--- config.mk ---
export PLATFORM = sky130hd
export DESIGN_NAME = calendar_clock
export DESIGN_NICKNAME = d
export VERILOG_FILES = /design/src/rtl/calendar_pkg.sv /design/src/rtl/calendar_ctrl.sv /design/src/rtl/calendar_datapath.sv /design/src/rtl/calendar_clock.sv
export SDC_FILE = /design/constraint.sdc
export NUM_CORES = 1
export LEC_CHECK = 0
export ABC_AREA = 1
export BUFFER_PORTS_ARGS = -buffer_cell sky130_fd_sc_hd__buf_2
export CORE_ASPECT_RATIO = 1.5
export CORE_UTILIZATION = 55
export DETAILED_ROUTE_END_ITERATION = 6
export PLACE_DENSITY = 0.72
export SLEW_MARGIN = 20
export SYNTH_ARGS = -nofsm -noshare
export SYNTH_HDL_FRONTEND = slang
export SYNTH_SLANG_ARGS = --single-unit
--- constraint.sdc ---
create_clock -name clk -period 7.33 [get_ports clk]
set_clock_uncertainty 0.2 [all_clocks]
set_input_delay 0.733 -clock clk [delete_from_list [all_inputs] [get_ports clk]]
set_output_delay 0.733 -clock clk [all_outputs]
set_load 0.005 [all_outputs]
--- src/rtl/calendar_pkg.sv ---
package calendar_pkg;

  localparam int ByteW   = 8;
  localparam int ValW    = 7;

  localparam int OffSec  = 0;
  localparam int OffMin  = 2;
  localparam int OffHour = 4;
  localparam int OffWday = 6;
  localparam int OffMday = 7;
  localparam int OffMon  = 8;
  localparam int OffYear = 9;
  localparam int OffCtrl = 11;

  localparam int CtrlFreezeBit = 7;
  localparam int CtrlBinBit    = 2;
  localparam int Ctrl24Bit     = 1;

  localparam logic [ByteW-1:0] CtrlResetVal = 8'h02;

  typedef struct packed {
    logic stepSec;
    logic stepMin;
    logic stepHour;
    logic stepDay;
    logic stepMon;
    logic stepYear;
  } stepStrobes_t;

  // Byte to numeric value, for either encoding.
  function automatic logic [ValW-1:0] decodeVal(input logic [ByteW-1:0] v, input logic bin);
    logic [ByteW-1:0] t;
    t = {4'd0, v[7:4]} * 8'd10 + {4'd0, v[3:0]};
    return bin ? v[ValW-1:0] : t[ValW-1:0];
  endfunction

  // Numeric value (0..99) to byte, for either encoding.
  function automatic logic [ByteW-1:0] encodeVal(input logic [ValW-1:0] n, input logic bin);
    logic [ValW-1:0] tn;
    logic [ValW-1:0] on;
    tn = n / 7'd10;
    on = n - tn * 7'd10;
    return bin ? {1'b0, n} : {tn[3:0], on[3:0]};
  endfunction

endpackage

--- src/rtl/calendar_ctrl.sv ---
module calendar_ctrl
  import calendar_pkg::*;
(
  input  logic         tick,
  input  logic         wrEn,
  input  logic         frozen,
  input  logic         secMax,
  input  logic         minMax,
  input  logic         hourMax,
  input  logic         dayMax,
  input  logic         monMax,
  output stepStrobes_t stb
);

  logic accept;

  // A write or a freeze swallows the strobe entirely.
  assign accept = tick && !wrEn && !frozen;

  always_comb begin
    stb.stepSec  = accept;
    stb.stepMin  = stb.stepSec  && secMax;
    stb.stepHour = stb.stepMin  && minMax;
    stb.stepDay  = stb.stepHour && hourMax;
    stb.stepMon  = stb.stepDay  && dayMax;
    stb.stepYear = stb.stepMon  && monMax;
  end

endmodule

--- src/rtl/calendar_datapath.sv ---
module calendar_datapath
  import calendar_pkg::*;
#(
  parameter int AddrW = 4
) (
  input  logic             clk,
  input  logic             rstN,
  input  logic             wrEn,
  input  logic [AddrW-1:0] addr,
  input  logic [ByteW-1:0] wrData,
  input  stepStrobes_t     stb,
  output logic [ByteW-1:0] rdData,
  output logic             frozen,
  output logic             binMode,
  output logic             hour24Mode,
  output logic             secMax,
  output logic             minMax,
  output logic             hourMax,
  output logic             dayMax,
  output logic             monMax,
  output logic [ByteW-1:0] secReg,
  output logic [ByteW-1:0] hourReg,
  output logic [ByteW-1:0] wdayReg
);

  localparam logic [AddrW-1:0] ASec  = AddrW'(OffSec);
  localparam logic [AddrW-1:0] AMin  = AddrW'(OffMin);
  localparam logic [AddrW-1:0] AHour = AddrW'(OffHour);
  localparam logic [AddrW-1:0] AWday = AddrW'(OffWday);
  localparam logic [AddrW-1:0] AMday = AddrW'(OffMday);
  localparam logic [AddrW-1:0] AMon  = AddrW'(OffMon);
  localparam logic [AddrW-1:0] AYear = AddrW'(OffYear);
  localparam logic [AddrW-1:0] ACtrl = AddrW'(OffCtrl);

  logic [ByteW-1:0] minReg, mdayReg, monReg, yearReg, ctrlReg;

  logic [ValW-1:0] secVal, minVal, wdayVal, mdayVal, monVal, yearVal;
  logic [ValW-1:0] h12Val, hour24Val, hourNext, monthLen;
  logic            pmFlag, leapYear;
  logic [ByteW-1:0] hourNextByte;

  assign frozen     = ctrlReg[CtrlFreezeBit];
  assign binMode    = ctrlReg[CtrlBinBit];
  assign hour24Mode = ctrlReg[Ctrl24Bit];

  // Decode the stored bytes into plain numbers
  always_comb begin
    secVal  = decodeVal(secReg,  binMode);
    minVal  = decodeVal(minReg,  binMode);
    wdayVal = decodeVal(wdayReg, binMode);
    mdayVal = decodeVal(mdayReg, binMode);
    monVal  = decodeVal(monReg,  binMode);
    yearVal = decodeVal(yearReg, binMode);
    h12Val  = decodeVal({1'b0, hourReg[6:0]}, binMode);
    pmFlag  = hourReg[7];
  end

  // Hour on a 0..23 scale, whatever the format
  always_comb begin
    if (hour24Mode) begin
      hour24Val = decodeVal(hourReg, binMode);
    end else if (h12Val == 7'd12) begin
      hour24Val = pmFlag ? 7'd12 : 7'd0;
    end else begin
      hour24Val = pmFlag ? h12Val + 7'd12 : h12Val;
    end
  end

  // Month length from month and leap year
  always_comb begin
    leapYear = (yearVal[1:0] == 2'b00);
    case (monVal)
      7'd2:                       monthLen = leapYear ? 7'd29 : 7'd28;
      7'd4, 7'd6, 7'd9, 7'd11:    monthLen = 7'd30;
      default:                    monthLen = 7'd31;
    endcase
  end

  assign secMax  = secVal  >= 7'd59;
  assign minMax  = minVal  >= 7'd59;
  assign hourMax = hour24Val >= 7'd23;
  assign dayMax  = mdayVal >= monthLen;
  assign monMax  = monVal  >= 7'd12;

  // Next hour byte in the selected format
  always_comb begin
    hourNext = hourMax ? 7'd0 : hour24Val + 7'd1;
    if (hour24Mode) begin
      hourNextByte = encodeVal(hourNext, binMode);
    end else if (hourNext == 7'd0) begin
      hourNextByte = encodeVal(7'd12, binMode);
    end else if (hourNext < 7'd12) begin
      hourNextByte = encodeVal(hourNext, binMode);
    end else if (hourNext == 7'd12) begin
      hourNextByte = 8'h80 | encodeVal(7'd12, binMode);
    end else begin
      hourNextByte = 8'h80 | encodeVal(hourNext - 7'd12, binMode);
    end
  end

  always_ff @(posedge clk) begin
    if (!rstN) begin
      secReg  <= 8'h00;
      minReg  <= 8'h00;
      hourReg <= 8'h00;
      wdayReg <= 8'h01;
      mdayReg <= 8'h01;
      monReg  <= 8'h01;
      yearReg <= 8'h00;
      ctrlReg <= CtrlResetVal;
    end else if (wrEn) begin
      case (addr)
        ASec:    secReg  <= wrData;
        AMin:    minReg  <= wrData;
        AHour:   hourReg <= wrData;
        AWday:   wdayReg <= wrData;
        AMday:   mdayReg <= wrData;
        AMon:    monReg  <= wrData;
        AYear:   yearReg <= wrData;
        ACtrl:   ctrlReg <= wrData;
        default: ;
      endcase
    end else begin
      if (stb.stepSec)
        secReg <= secMax ? 8'h00 : encodeVal(secVal + 7'd1, binMode);
      if (stb.stepMin)
        minReg <= minMax ? 8'h00 : encodeVal(minVal + 7'd1, binMode);
      if (stb.stepHour)
        hourReg <= hourNextByte;
      if (stb.stepDay) begin
        wdayReg <= (wdayVal >= 7'd7) ? encodeVal(7'd1, binMode)
                                     : encodeVal(wdayVal + 7'd1, binMode);
        mdayReg <= dayMax ? encodeVal(7'd1, binMode)
                          : encodeVal(mdayVal + 7'd1, binMode);
      end
      if (stb.stepMon)
        monReg <= monMax ? encodeVal(7'd1, binMode)
                         : encodeVal(monVal + 7'd1, binMode);
      if (stb.stepYear)
        yearReg <= (yearVal >= 7'd99) ? 8'h00 : encodeVal(yearVal + 7'd1, binMode);
    end
  end

  always_comb begin
    case (addr)
      ASec:    rdData = secReg;
      AMin:    rdData = minReg;
      AHour:   rdData = hourReg;
      AWday:   rdData = wdayReg;
      AMday:   rdData = mdayReg;
      AMon:    rdData = monReg;
      AYear:   rdData = yearReg;
      ACtrl:   rdData = ctrlReg;
      default: rdData = 8'h00;
    endcase
  end

endmodule

--- src/rtl/calendar_clock.sv ---
module calendar_clock
  import calendar_pkg::*;
#(
  parameter int AddrW = 4
) (
  input  logic             clk,
  input  logic             rstN,
  input  logic             tick,
  input  logic             wrEn,
  input  logic [AddrW-1:0] addr,
  input  logic [ByteW-1:0] wrData,
  output logic [ByteW-1:0] rdData
);

  stepStrobes_t     stb;
  logic             frozen, binMode, hour24Mode;
  logic             secMax, minMax, hourMax, dayMax, monMax;
  logic [ByteW-1:0] secReg, hourReg, wdayReg;

  calendar_ctrl u_ctrl (
    .tick    (tick),
    .wrEn    (wrEn),
    .frozen  (frozen),
    .secMax  (secMax),
    .minMax  (minMax),
    .hourMax (hourMax),
    .dayMax  (dayMax),
    .monMax  (monMax),
    .stb     (stb)
  );

  calendar_datapath #(.AddrW(AddrW)) u_dp (
    .clk        (clk),
    .rstN       (rstN),
    .wrEn       (wrEn),
    .addr       (addr),
    .wrData     (wrData),
    .stb        (stb),
    .rdData     (rdData),
    .frozen     (frozen),
    .binMode    (binMode),
    .hour24Mode (hour24Mode),
    .secMax     (secMax),
    .minMax     (minMax),
    .hourMax    (hourMax),
    .dayMax     (dayMax),
    .monMax     (monMax),
    .secReg     (secReg),
    .hourReg    (hourReg),
    .wdayReg    (wdayReg)
  );

endmodule

# == Word-level counts from Yosys, hierarchy flattened ==
# Index checks and enable logic that the tools add are counted.
# word_totals
ff_bits,64
latchBits,0
mem_bits_rw,0
mem_bits_ro,0
out_inout_bits,8
elab_cells,169
n_memories,0
# classes
n_addsub,25
multipliers,16
div_mod_pow,8
magnitude_cmp,8
eq_ne,21
n_shift,0
muxes,56
bitwise,0
n_reduce_logical,27
# ops
cell,n
8-bit two-way mux,37
7-bit two-way mux,14
8-bit case mux with 8 select lines,1
7-bit by 4-bit adder with 7-bit output,8
"7-bit by 4-bit divider with 7-bit output, second input constant",8
"7-bit by 3-bit multiplier with 3-bit output, second input constant",8
"7-bit by 1-bit adder with 7-bit output, second input constant",7
"4-bit by 3-bit multiplier with 6-bit output, second input constant",7
4-bit subtractor,8
"7-bit by 4-bit equality test with 1-bit output, second input constant",4
2-bit AND reduction,8
"7-bit by 3-bit equality test with 1-bit output, second input constant",2
"7-bit by 6-bit greater-or-equal comparator with 1-bit output, second input constant",2
"2-bit by 1-bit != test with 1-bit output, second input constant",7
7-bit case mux with 2 select lines,1
"4-bit by 3-bit equality test with 1-bit output, second input constant",3
"4-bit equality test, second input constant",3
2-bit nonzero test,6
"7-bit by 4-bit adder with 7-bit output, second input constant",1
"7-bit by 2-bit equality test with 1-bit output, second input constant",1
"7-bit by 3-bit greater-or-equal comparator with 1-bit output, second input constant",1
"7-bit by 4-bit greater-or-equal comparator with 1-bit output, second input constant",1
"7-bit by 5-bit greater-or-equal comparator with 1-bit output, second input constant",1
7-bit greater-or-equal comparator,1
14 further kinds,21

# == Depth between registers and ports, before layout ==
# depth
word_depth,20
ltp_mapped,49
depth_no_buf,49

# == Modules after synthesis ==
# A second synthesis with hierarchy kept.
# hier_totals
hier_cells,1398
area_unflattened_um2,9344.0
# by_module_without_submodules
mod,instances,cells_per_inst,area_per_inst_um2,seq_area_each_um2
calendar_datapath,1,1382,9251.4,1281.2
calendar_ctrl,1,16,92.6,0.0

# == Least setup slack after synthesis ==
# Ideal clock, no wire load.
# synth_path
path_type,register -> register
start,register u_dp.hourReg[6]
end,register u_dp.hourReg[3]
setup_time_ns,0.070
arrival_time_ns,5.518
path_slack_ns,1.542
path_stages_with_launch,46
synth_period_minus_slack_ns,5.788
path_cell_list,dfxtp_1 -> ha_1 -> ha_1 -> buf_4 -> a21oi_1 -> o21ai_0 -> nand2_1 -> inv_1 -> ha_1 -> nor2_1 -> nand3_2 -> nor2_1 -> nand2_1 -> nand2_1 -> nand2_1 -> nand2_1 -> nand2_1 -> or2_4 -> [... 10 more ...] -> nand2_1 -> inv_1 -> a21oi_1 -> nand2_2 -> nand2_1 -> ha_1 -> inv_1 -> fa_1 -> or2_1 -> nand2_1 -> inv_1 -> nand3_1 -> nand3_1 -> nand2_1 -> nand2_1 -> nand2_1 -> nand2_1 -> a21oi_1
# synth_via
elab_chain_len,20
# synth_rtl
element,line,source
start: declaration,calendar_datapath.sv:22,"output logic [ByteW-1:0] hourReg,"
start signal: assignment,calendar_datapath.sv:115,AHour: hourReg <= wrData;
start signal: assignment,calendar_datapath.sv:129,hourReg <= hourNextByte;
3-bit by 3-bit multiplier with 6-bit output,calendar_pkg.sv:33,"t = {4'd0, v[7:4]} * 8'd10 + {4'd0, v[3:0]};"
7-bit by 4-bit adder with 7-bit output,calendar_pkg.sv:33,
7-bit two-way mux,calendar_pkg.sv:34,return bin ? v[ValW-1:0] : t[ValW-1:0];
7-bit by 4-bit adder with 7-bit output,calendar_datapath.sv:65,hour24Val = pmFlag ? h12Val + 7'd12 : h12Val;
7-bit two-way mux,calendar_datapath.sv:65,
7-bit two-way mux,calendar_datapath.sv:62,end else if (h12Val == 7'd12) begin
7-bit two-way mux (*),calendar_datapath.sv:60,if (hour24Mode) begin
7-bit by 1-bit adder with 7-bit output or 7-bit by 5-bit greater-or-equal comparator with 1-bit output (tied branches),"calendar_datapath.sv:87, calendar_datapath.sv:81",
[... 4 more ...],--,
4-bit subtractor,calendar_pkg.sv:42,on = n - tn * 7'd10;
7-bit two-way mux,calendar_pkg.sv:43,"return bin ? {1'b0, n} : {tn[3:0], on[3:0]};"
7-bit two-way mux,calendar_datapath.sv:94,end else if (hourNext == 7'd12) begin
8-bit two-way mux,calendar_datapath.sv:92,end else if (hourNext < 7'd12) begin
8-bit two-way mux,calendar_datapath.sv:90,end else if (hourNext == 7'd0) begin
8-bit two-way mux (*),calendar_datapath.sv:88,if (hour24Mode) begin
8-bit two-way mux (*),calendar_datapath.sv:128,if (stb.stepHour)
8-bit two-way mux (*),calendar_datapath.sv:111,end else if (wrEn) begin
# Mark *: on every way between the ends. The rest lies on a longest branch, timed or not. The select of a mux whose other input is x is not followed.
# A chain may end at the register's enable or synchronous reset.

# == Worst setup path in the final report ==
# Ends and elaborated chain as after synthesis.

==> reports/results.tsv <==
metric	value	unit
Clock Tree Buf Depth	2	
Design Area, Final	9400	sq um
max incr delay on CP	0.45	ns
Post CTS Setup Buffer Count	0	
Post-CTS Resized	0	
syn nets	1500	
Post-synth EDFFs	0	
layout cells sized above 1	0.0996	
Slew Viols, Final	0	
FP Rows	56	
initial antenna violation count	1	
commonest non-fill, non-tap cell in the layout	nand2_1	
Tmin final	6.39	ns
vias in the first global route	8295	
DP Area	9110	sq um
Setup CP Type	reg -> reg	
most frequent cells in the layout	nand2_1 (301), inv_1 (196), o21ai_0 (101)	
H-tree levels	3	
MaxCap Viol Count	0	
CTS Buf Count	9	
post-synthesis sequential area ratio	0.144	
DR WL/cell	15.5	um
Mapped Area	8920	sq um
Storage cell area	1280	sq um
post-synth cell types	67	
nature of the critical path startpoint	flop	
Syn Area/Cell	6.49	sq um
DRT antenna net count	0	
Worst Tran Pin Value	0.968	ns
root buffer cell	clkbuf_16	
Worst setup EP type	flop	
Die Y	158	um
CP most frequent cell	nand2_1	
via density per instance	5.70	
Power Density	150	nW/um^2
number of DRC markers in iteration 0	598	
num ports	24	
Worst path slowest cell	dfxtp_1	
worst path required time	7.38	ns
predominant post-synthesis flop cell	dfxtp_1	
total grt overflow	0	
Post-Syn Instances	1374	
Routed WL	24500	um
area of the core	15800	sq um
worst-path fanout max	10	
Final Hold Viols	0	
Total Routing Usage GR	0.300	
Total Neg Setup Slack	0	ns
Worst Hold Class	reg -> reg	
DP Worst Slack	1.03	ns
Area Overhead vs Synth	5.37	%
I/O Buffers	23	
1st-pass router iterations	5	
fill count	1590	
#FFs+latches synth	64	
Slew Limit Headroom	0.355	
Reg clk slew, reported paths	0.05	ns
Worst VDD drop	138	uV
static leakage	4.73	nW
RSZ-0062 raised after global routing	no	
routability cong.	0.962	
WP data arrival	6.44	ns
CTS Hold Bufs	0	
largest delay contributor family on the critical path	simple AND/OR/NAND/NOR gates	
first-pass GRT wire length	39800	um
# clock sinks	64	
status	complete, no violations	
Final Util	0.596	
largest net degree at the start of global routing	62	
Layout Nets	1498	
initial core utilization	0.566	
area of the multi-input gates	6640	sq um
drc violations	0	
DR vias	9004	
yosys warns	0	
antenna cells	0	
CTS tree	built	
post-route clock period utilization	0.871	
CP bufs+invs	6	
Final WS setup	0.944	ns
setup slack, reg-to-reg	0.94	ns
Clk Latency, worst-skew pair	0.33	ns
fmax	0.157	GHz
DPL Wire Length	19100	um
Die ar.	16700	sq um
Die Width	106	um
ys async rst share	0	
Setup-failing EPs final	0	
## cell families after synthesis
kind of cell,share of synthesized area
fa+ha+maj,0.173
flops,0.144
xor+xnor,0.0613
compound gates,0.224
buf+inv,0.112
simple gates,0.286
## registers in the layout (all words and copies together) (netlist names)
register / count
u_dp.minReg: 8
u_dp.mdayReg: 8
u_dp.secReg: 8
u_dp.yearReg: 8
u_dp.hourReg: 8
u_dp.ctrlReg: 8
u_dp.monReg: 8
u_dp.wdayReg: 8
## tightest hold or removal path, delay by kind of cell (launching register included)
family | cells | cell delay [ns]
AOI/OAI and AO/OA | 1 | 0.05
buffers and inverters | 1 | 0.06
DFF | 1 | 0.29
## path summary, 6_finish.rpt
path,from,endpoint,cells past startpoint
worst min-delay path,u_dp.ctrlReg[0],u_dp.ctrlReg[0],2
worst max register to register,u_dp.hourReg[6],u_dp.hourReg[3],43
worst min register to register,u_dp.ctrlReg[0],u_dp.ctrlReg[0],2
worst max-delay path,u_dp.hourReg[6],u_dp.hourReg[3],43
## report_power, final
group	internal (W)	switching (W)	leakage, nW	total (W)
combinational	0.000222	0.000391	4.06	0.000613
clock	0.000269	0.000149	0.145	0.000418
sequential	0.000361	0.0000209	0.520	0.000382
total	0.000852	0.000561	4.73	0.00141
## metal layers
metal  vias to the layer above  GRT usage  part of all wire
met5                         -          0           0.00057
met4                         2      0.117             0.033
met3                        54     0.0284             0.044
met2                       253      0.556              0.51
met1                      4149      0.353              0.41
li1                       4546          -                 -
## Yosys cell counts (10+ instances only)
master | number | area share
nand2_1 | 301 | 0.13
xor2_1 | 30 | 0.029
o21ai_2 | 10 | 0.0098
o21ai_0 | 101 | 0.057
nor2_1 | 92 | 0.039
a21oi_1 | 76 | 0.043
inv_2 | 10 | 0.0042
ha_1 | 88 | 0.12
nand4_1 | 10 | 0.0070
xnor2_1 | 20 | 0.020
o21ai_1 | 20 | 0.011
o211ai_1 | 13 | 0.011
clkbuf_1 | 22 | 0.0093
fa_1 | 22 | 0.049
a221oi_1 | 13 | 0.013
o22ai_1 | 10 | 0.0070
nand2_2 | 33 | 0.023
inv_1 | 196 | 0.082
dfxtp_1 | 64 | 0.14
nand3_1 | 82 | 0.046
a31oi_1 | 36 | 0.025
## layout make-up
class,instances,share of cell area
Multi-Input combinational cell,1062,0.706
Sequential cell,64,0.136
Tap cell,203,0.0270
Clock buffer,11,0.0258
Inverter,209,0.0840
Timing Repair Buffer,26,0.0160
Clock inverter,4,0.00479
## stage by stage
stage               cells  hold WS [ns]  total power [W]
floorplan            1374         0.230         0.000866
global placement     1564         0.246         0.000985
detailed placement   1564         0.248         0.000998
CTS                  1579         0.259          0.00141
global route         1579         0.274          0.00152
finish               1579         0.261          0.00141
Note: power is estimated with default switching activity, not from simulation.
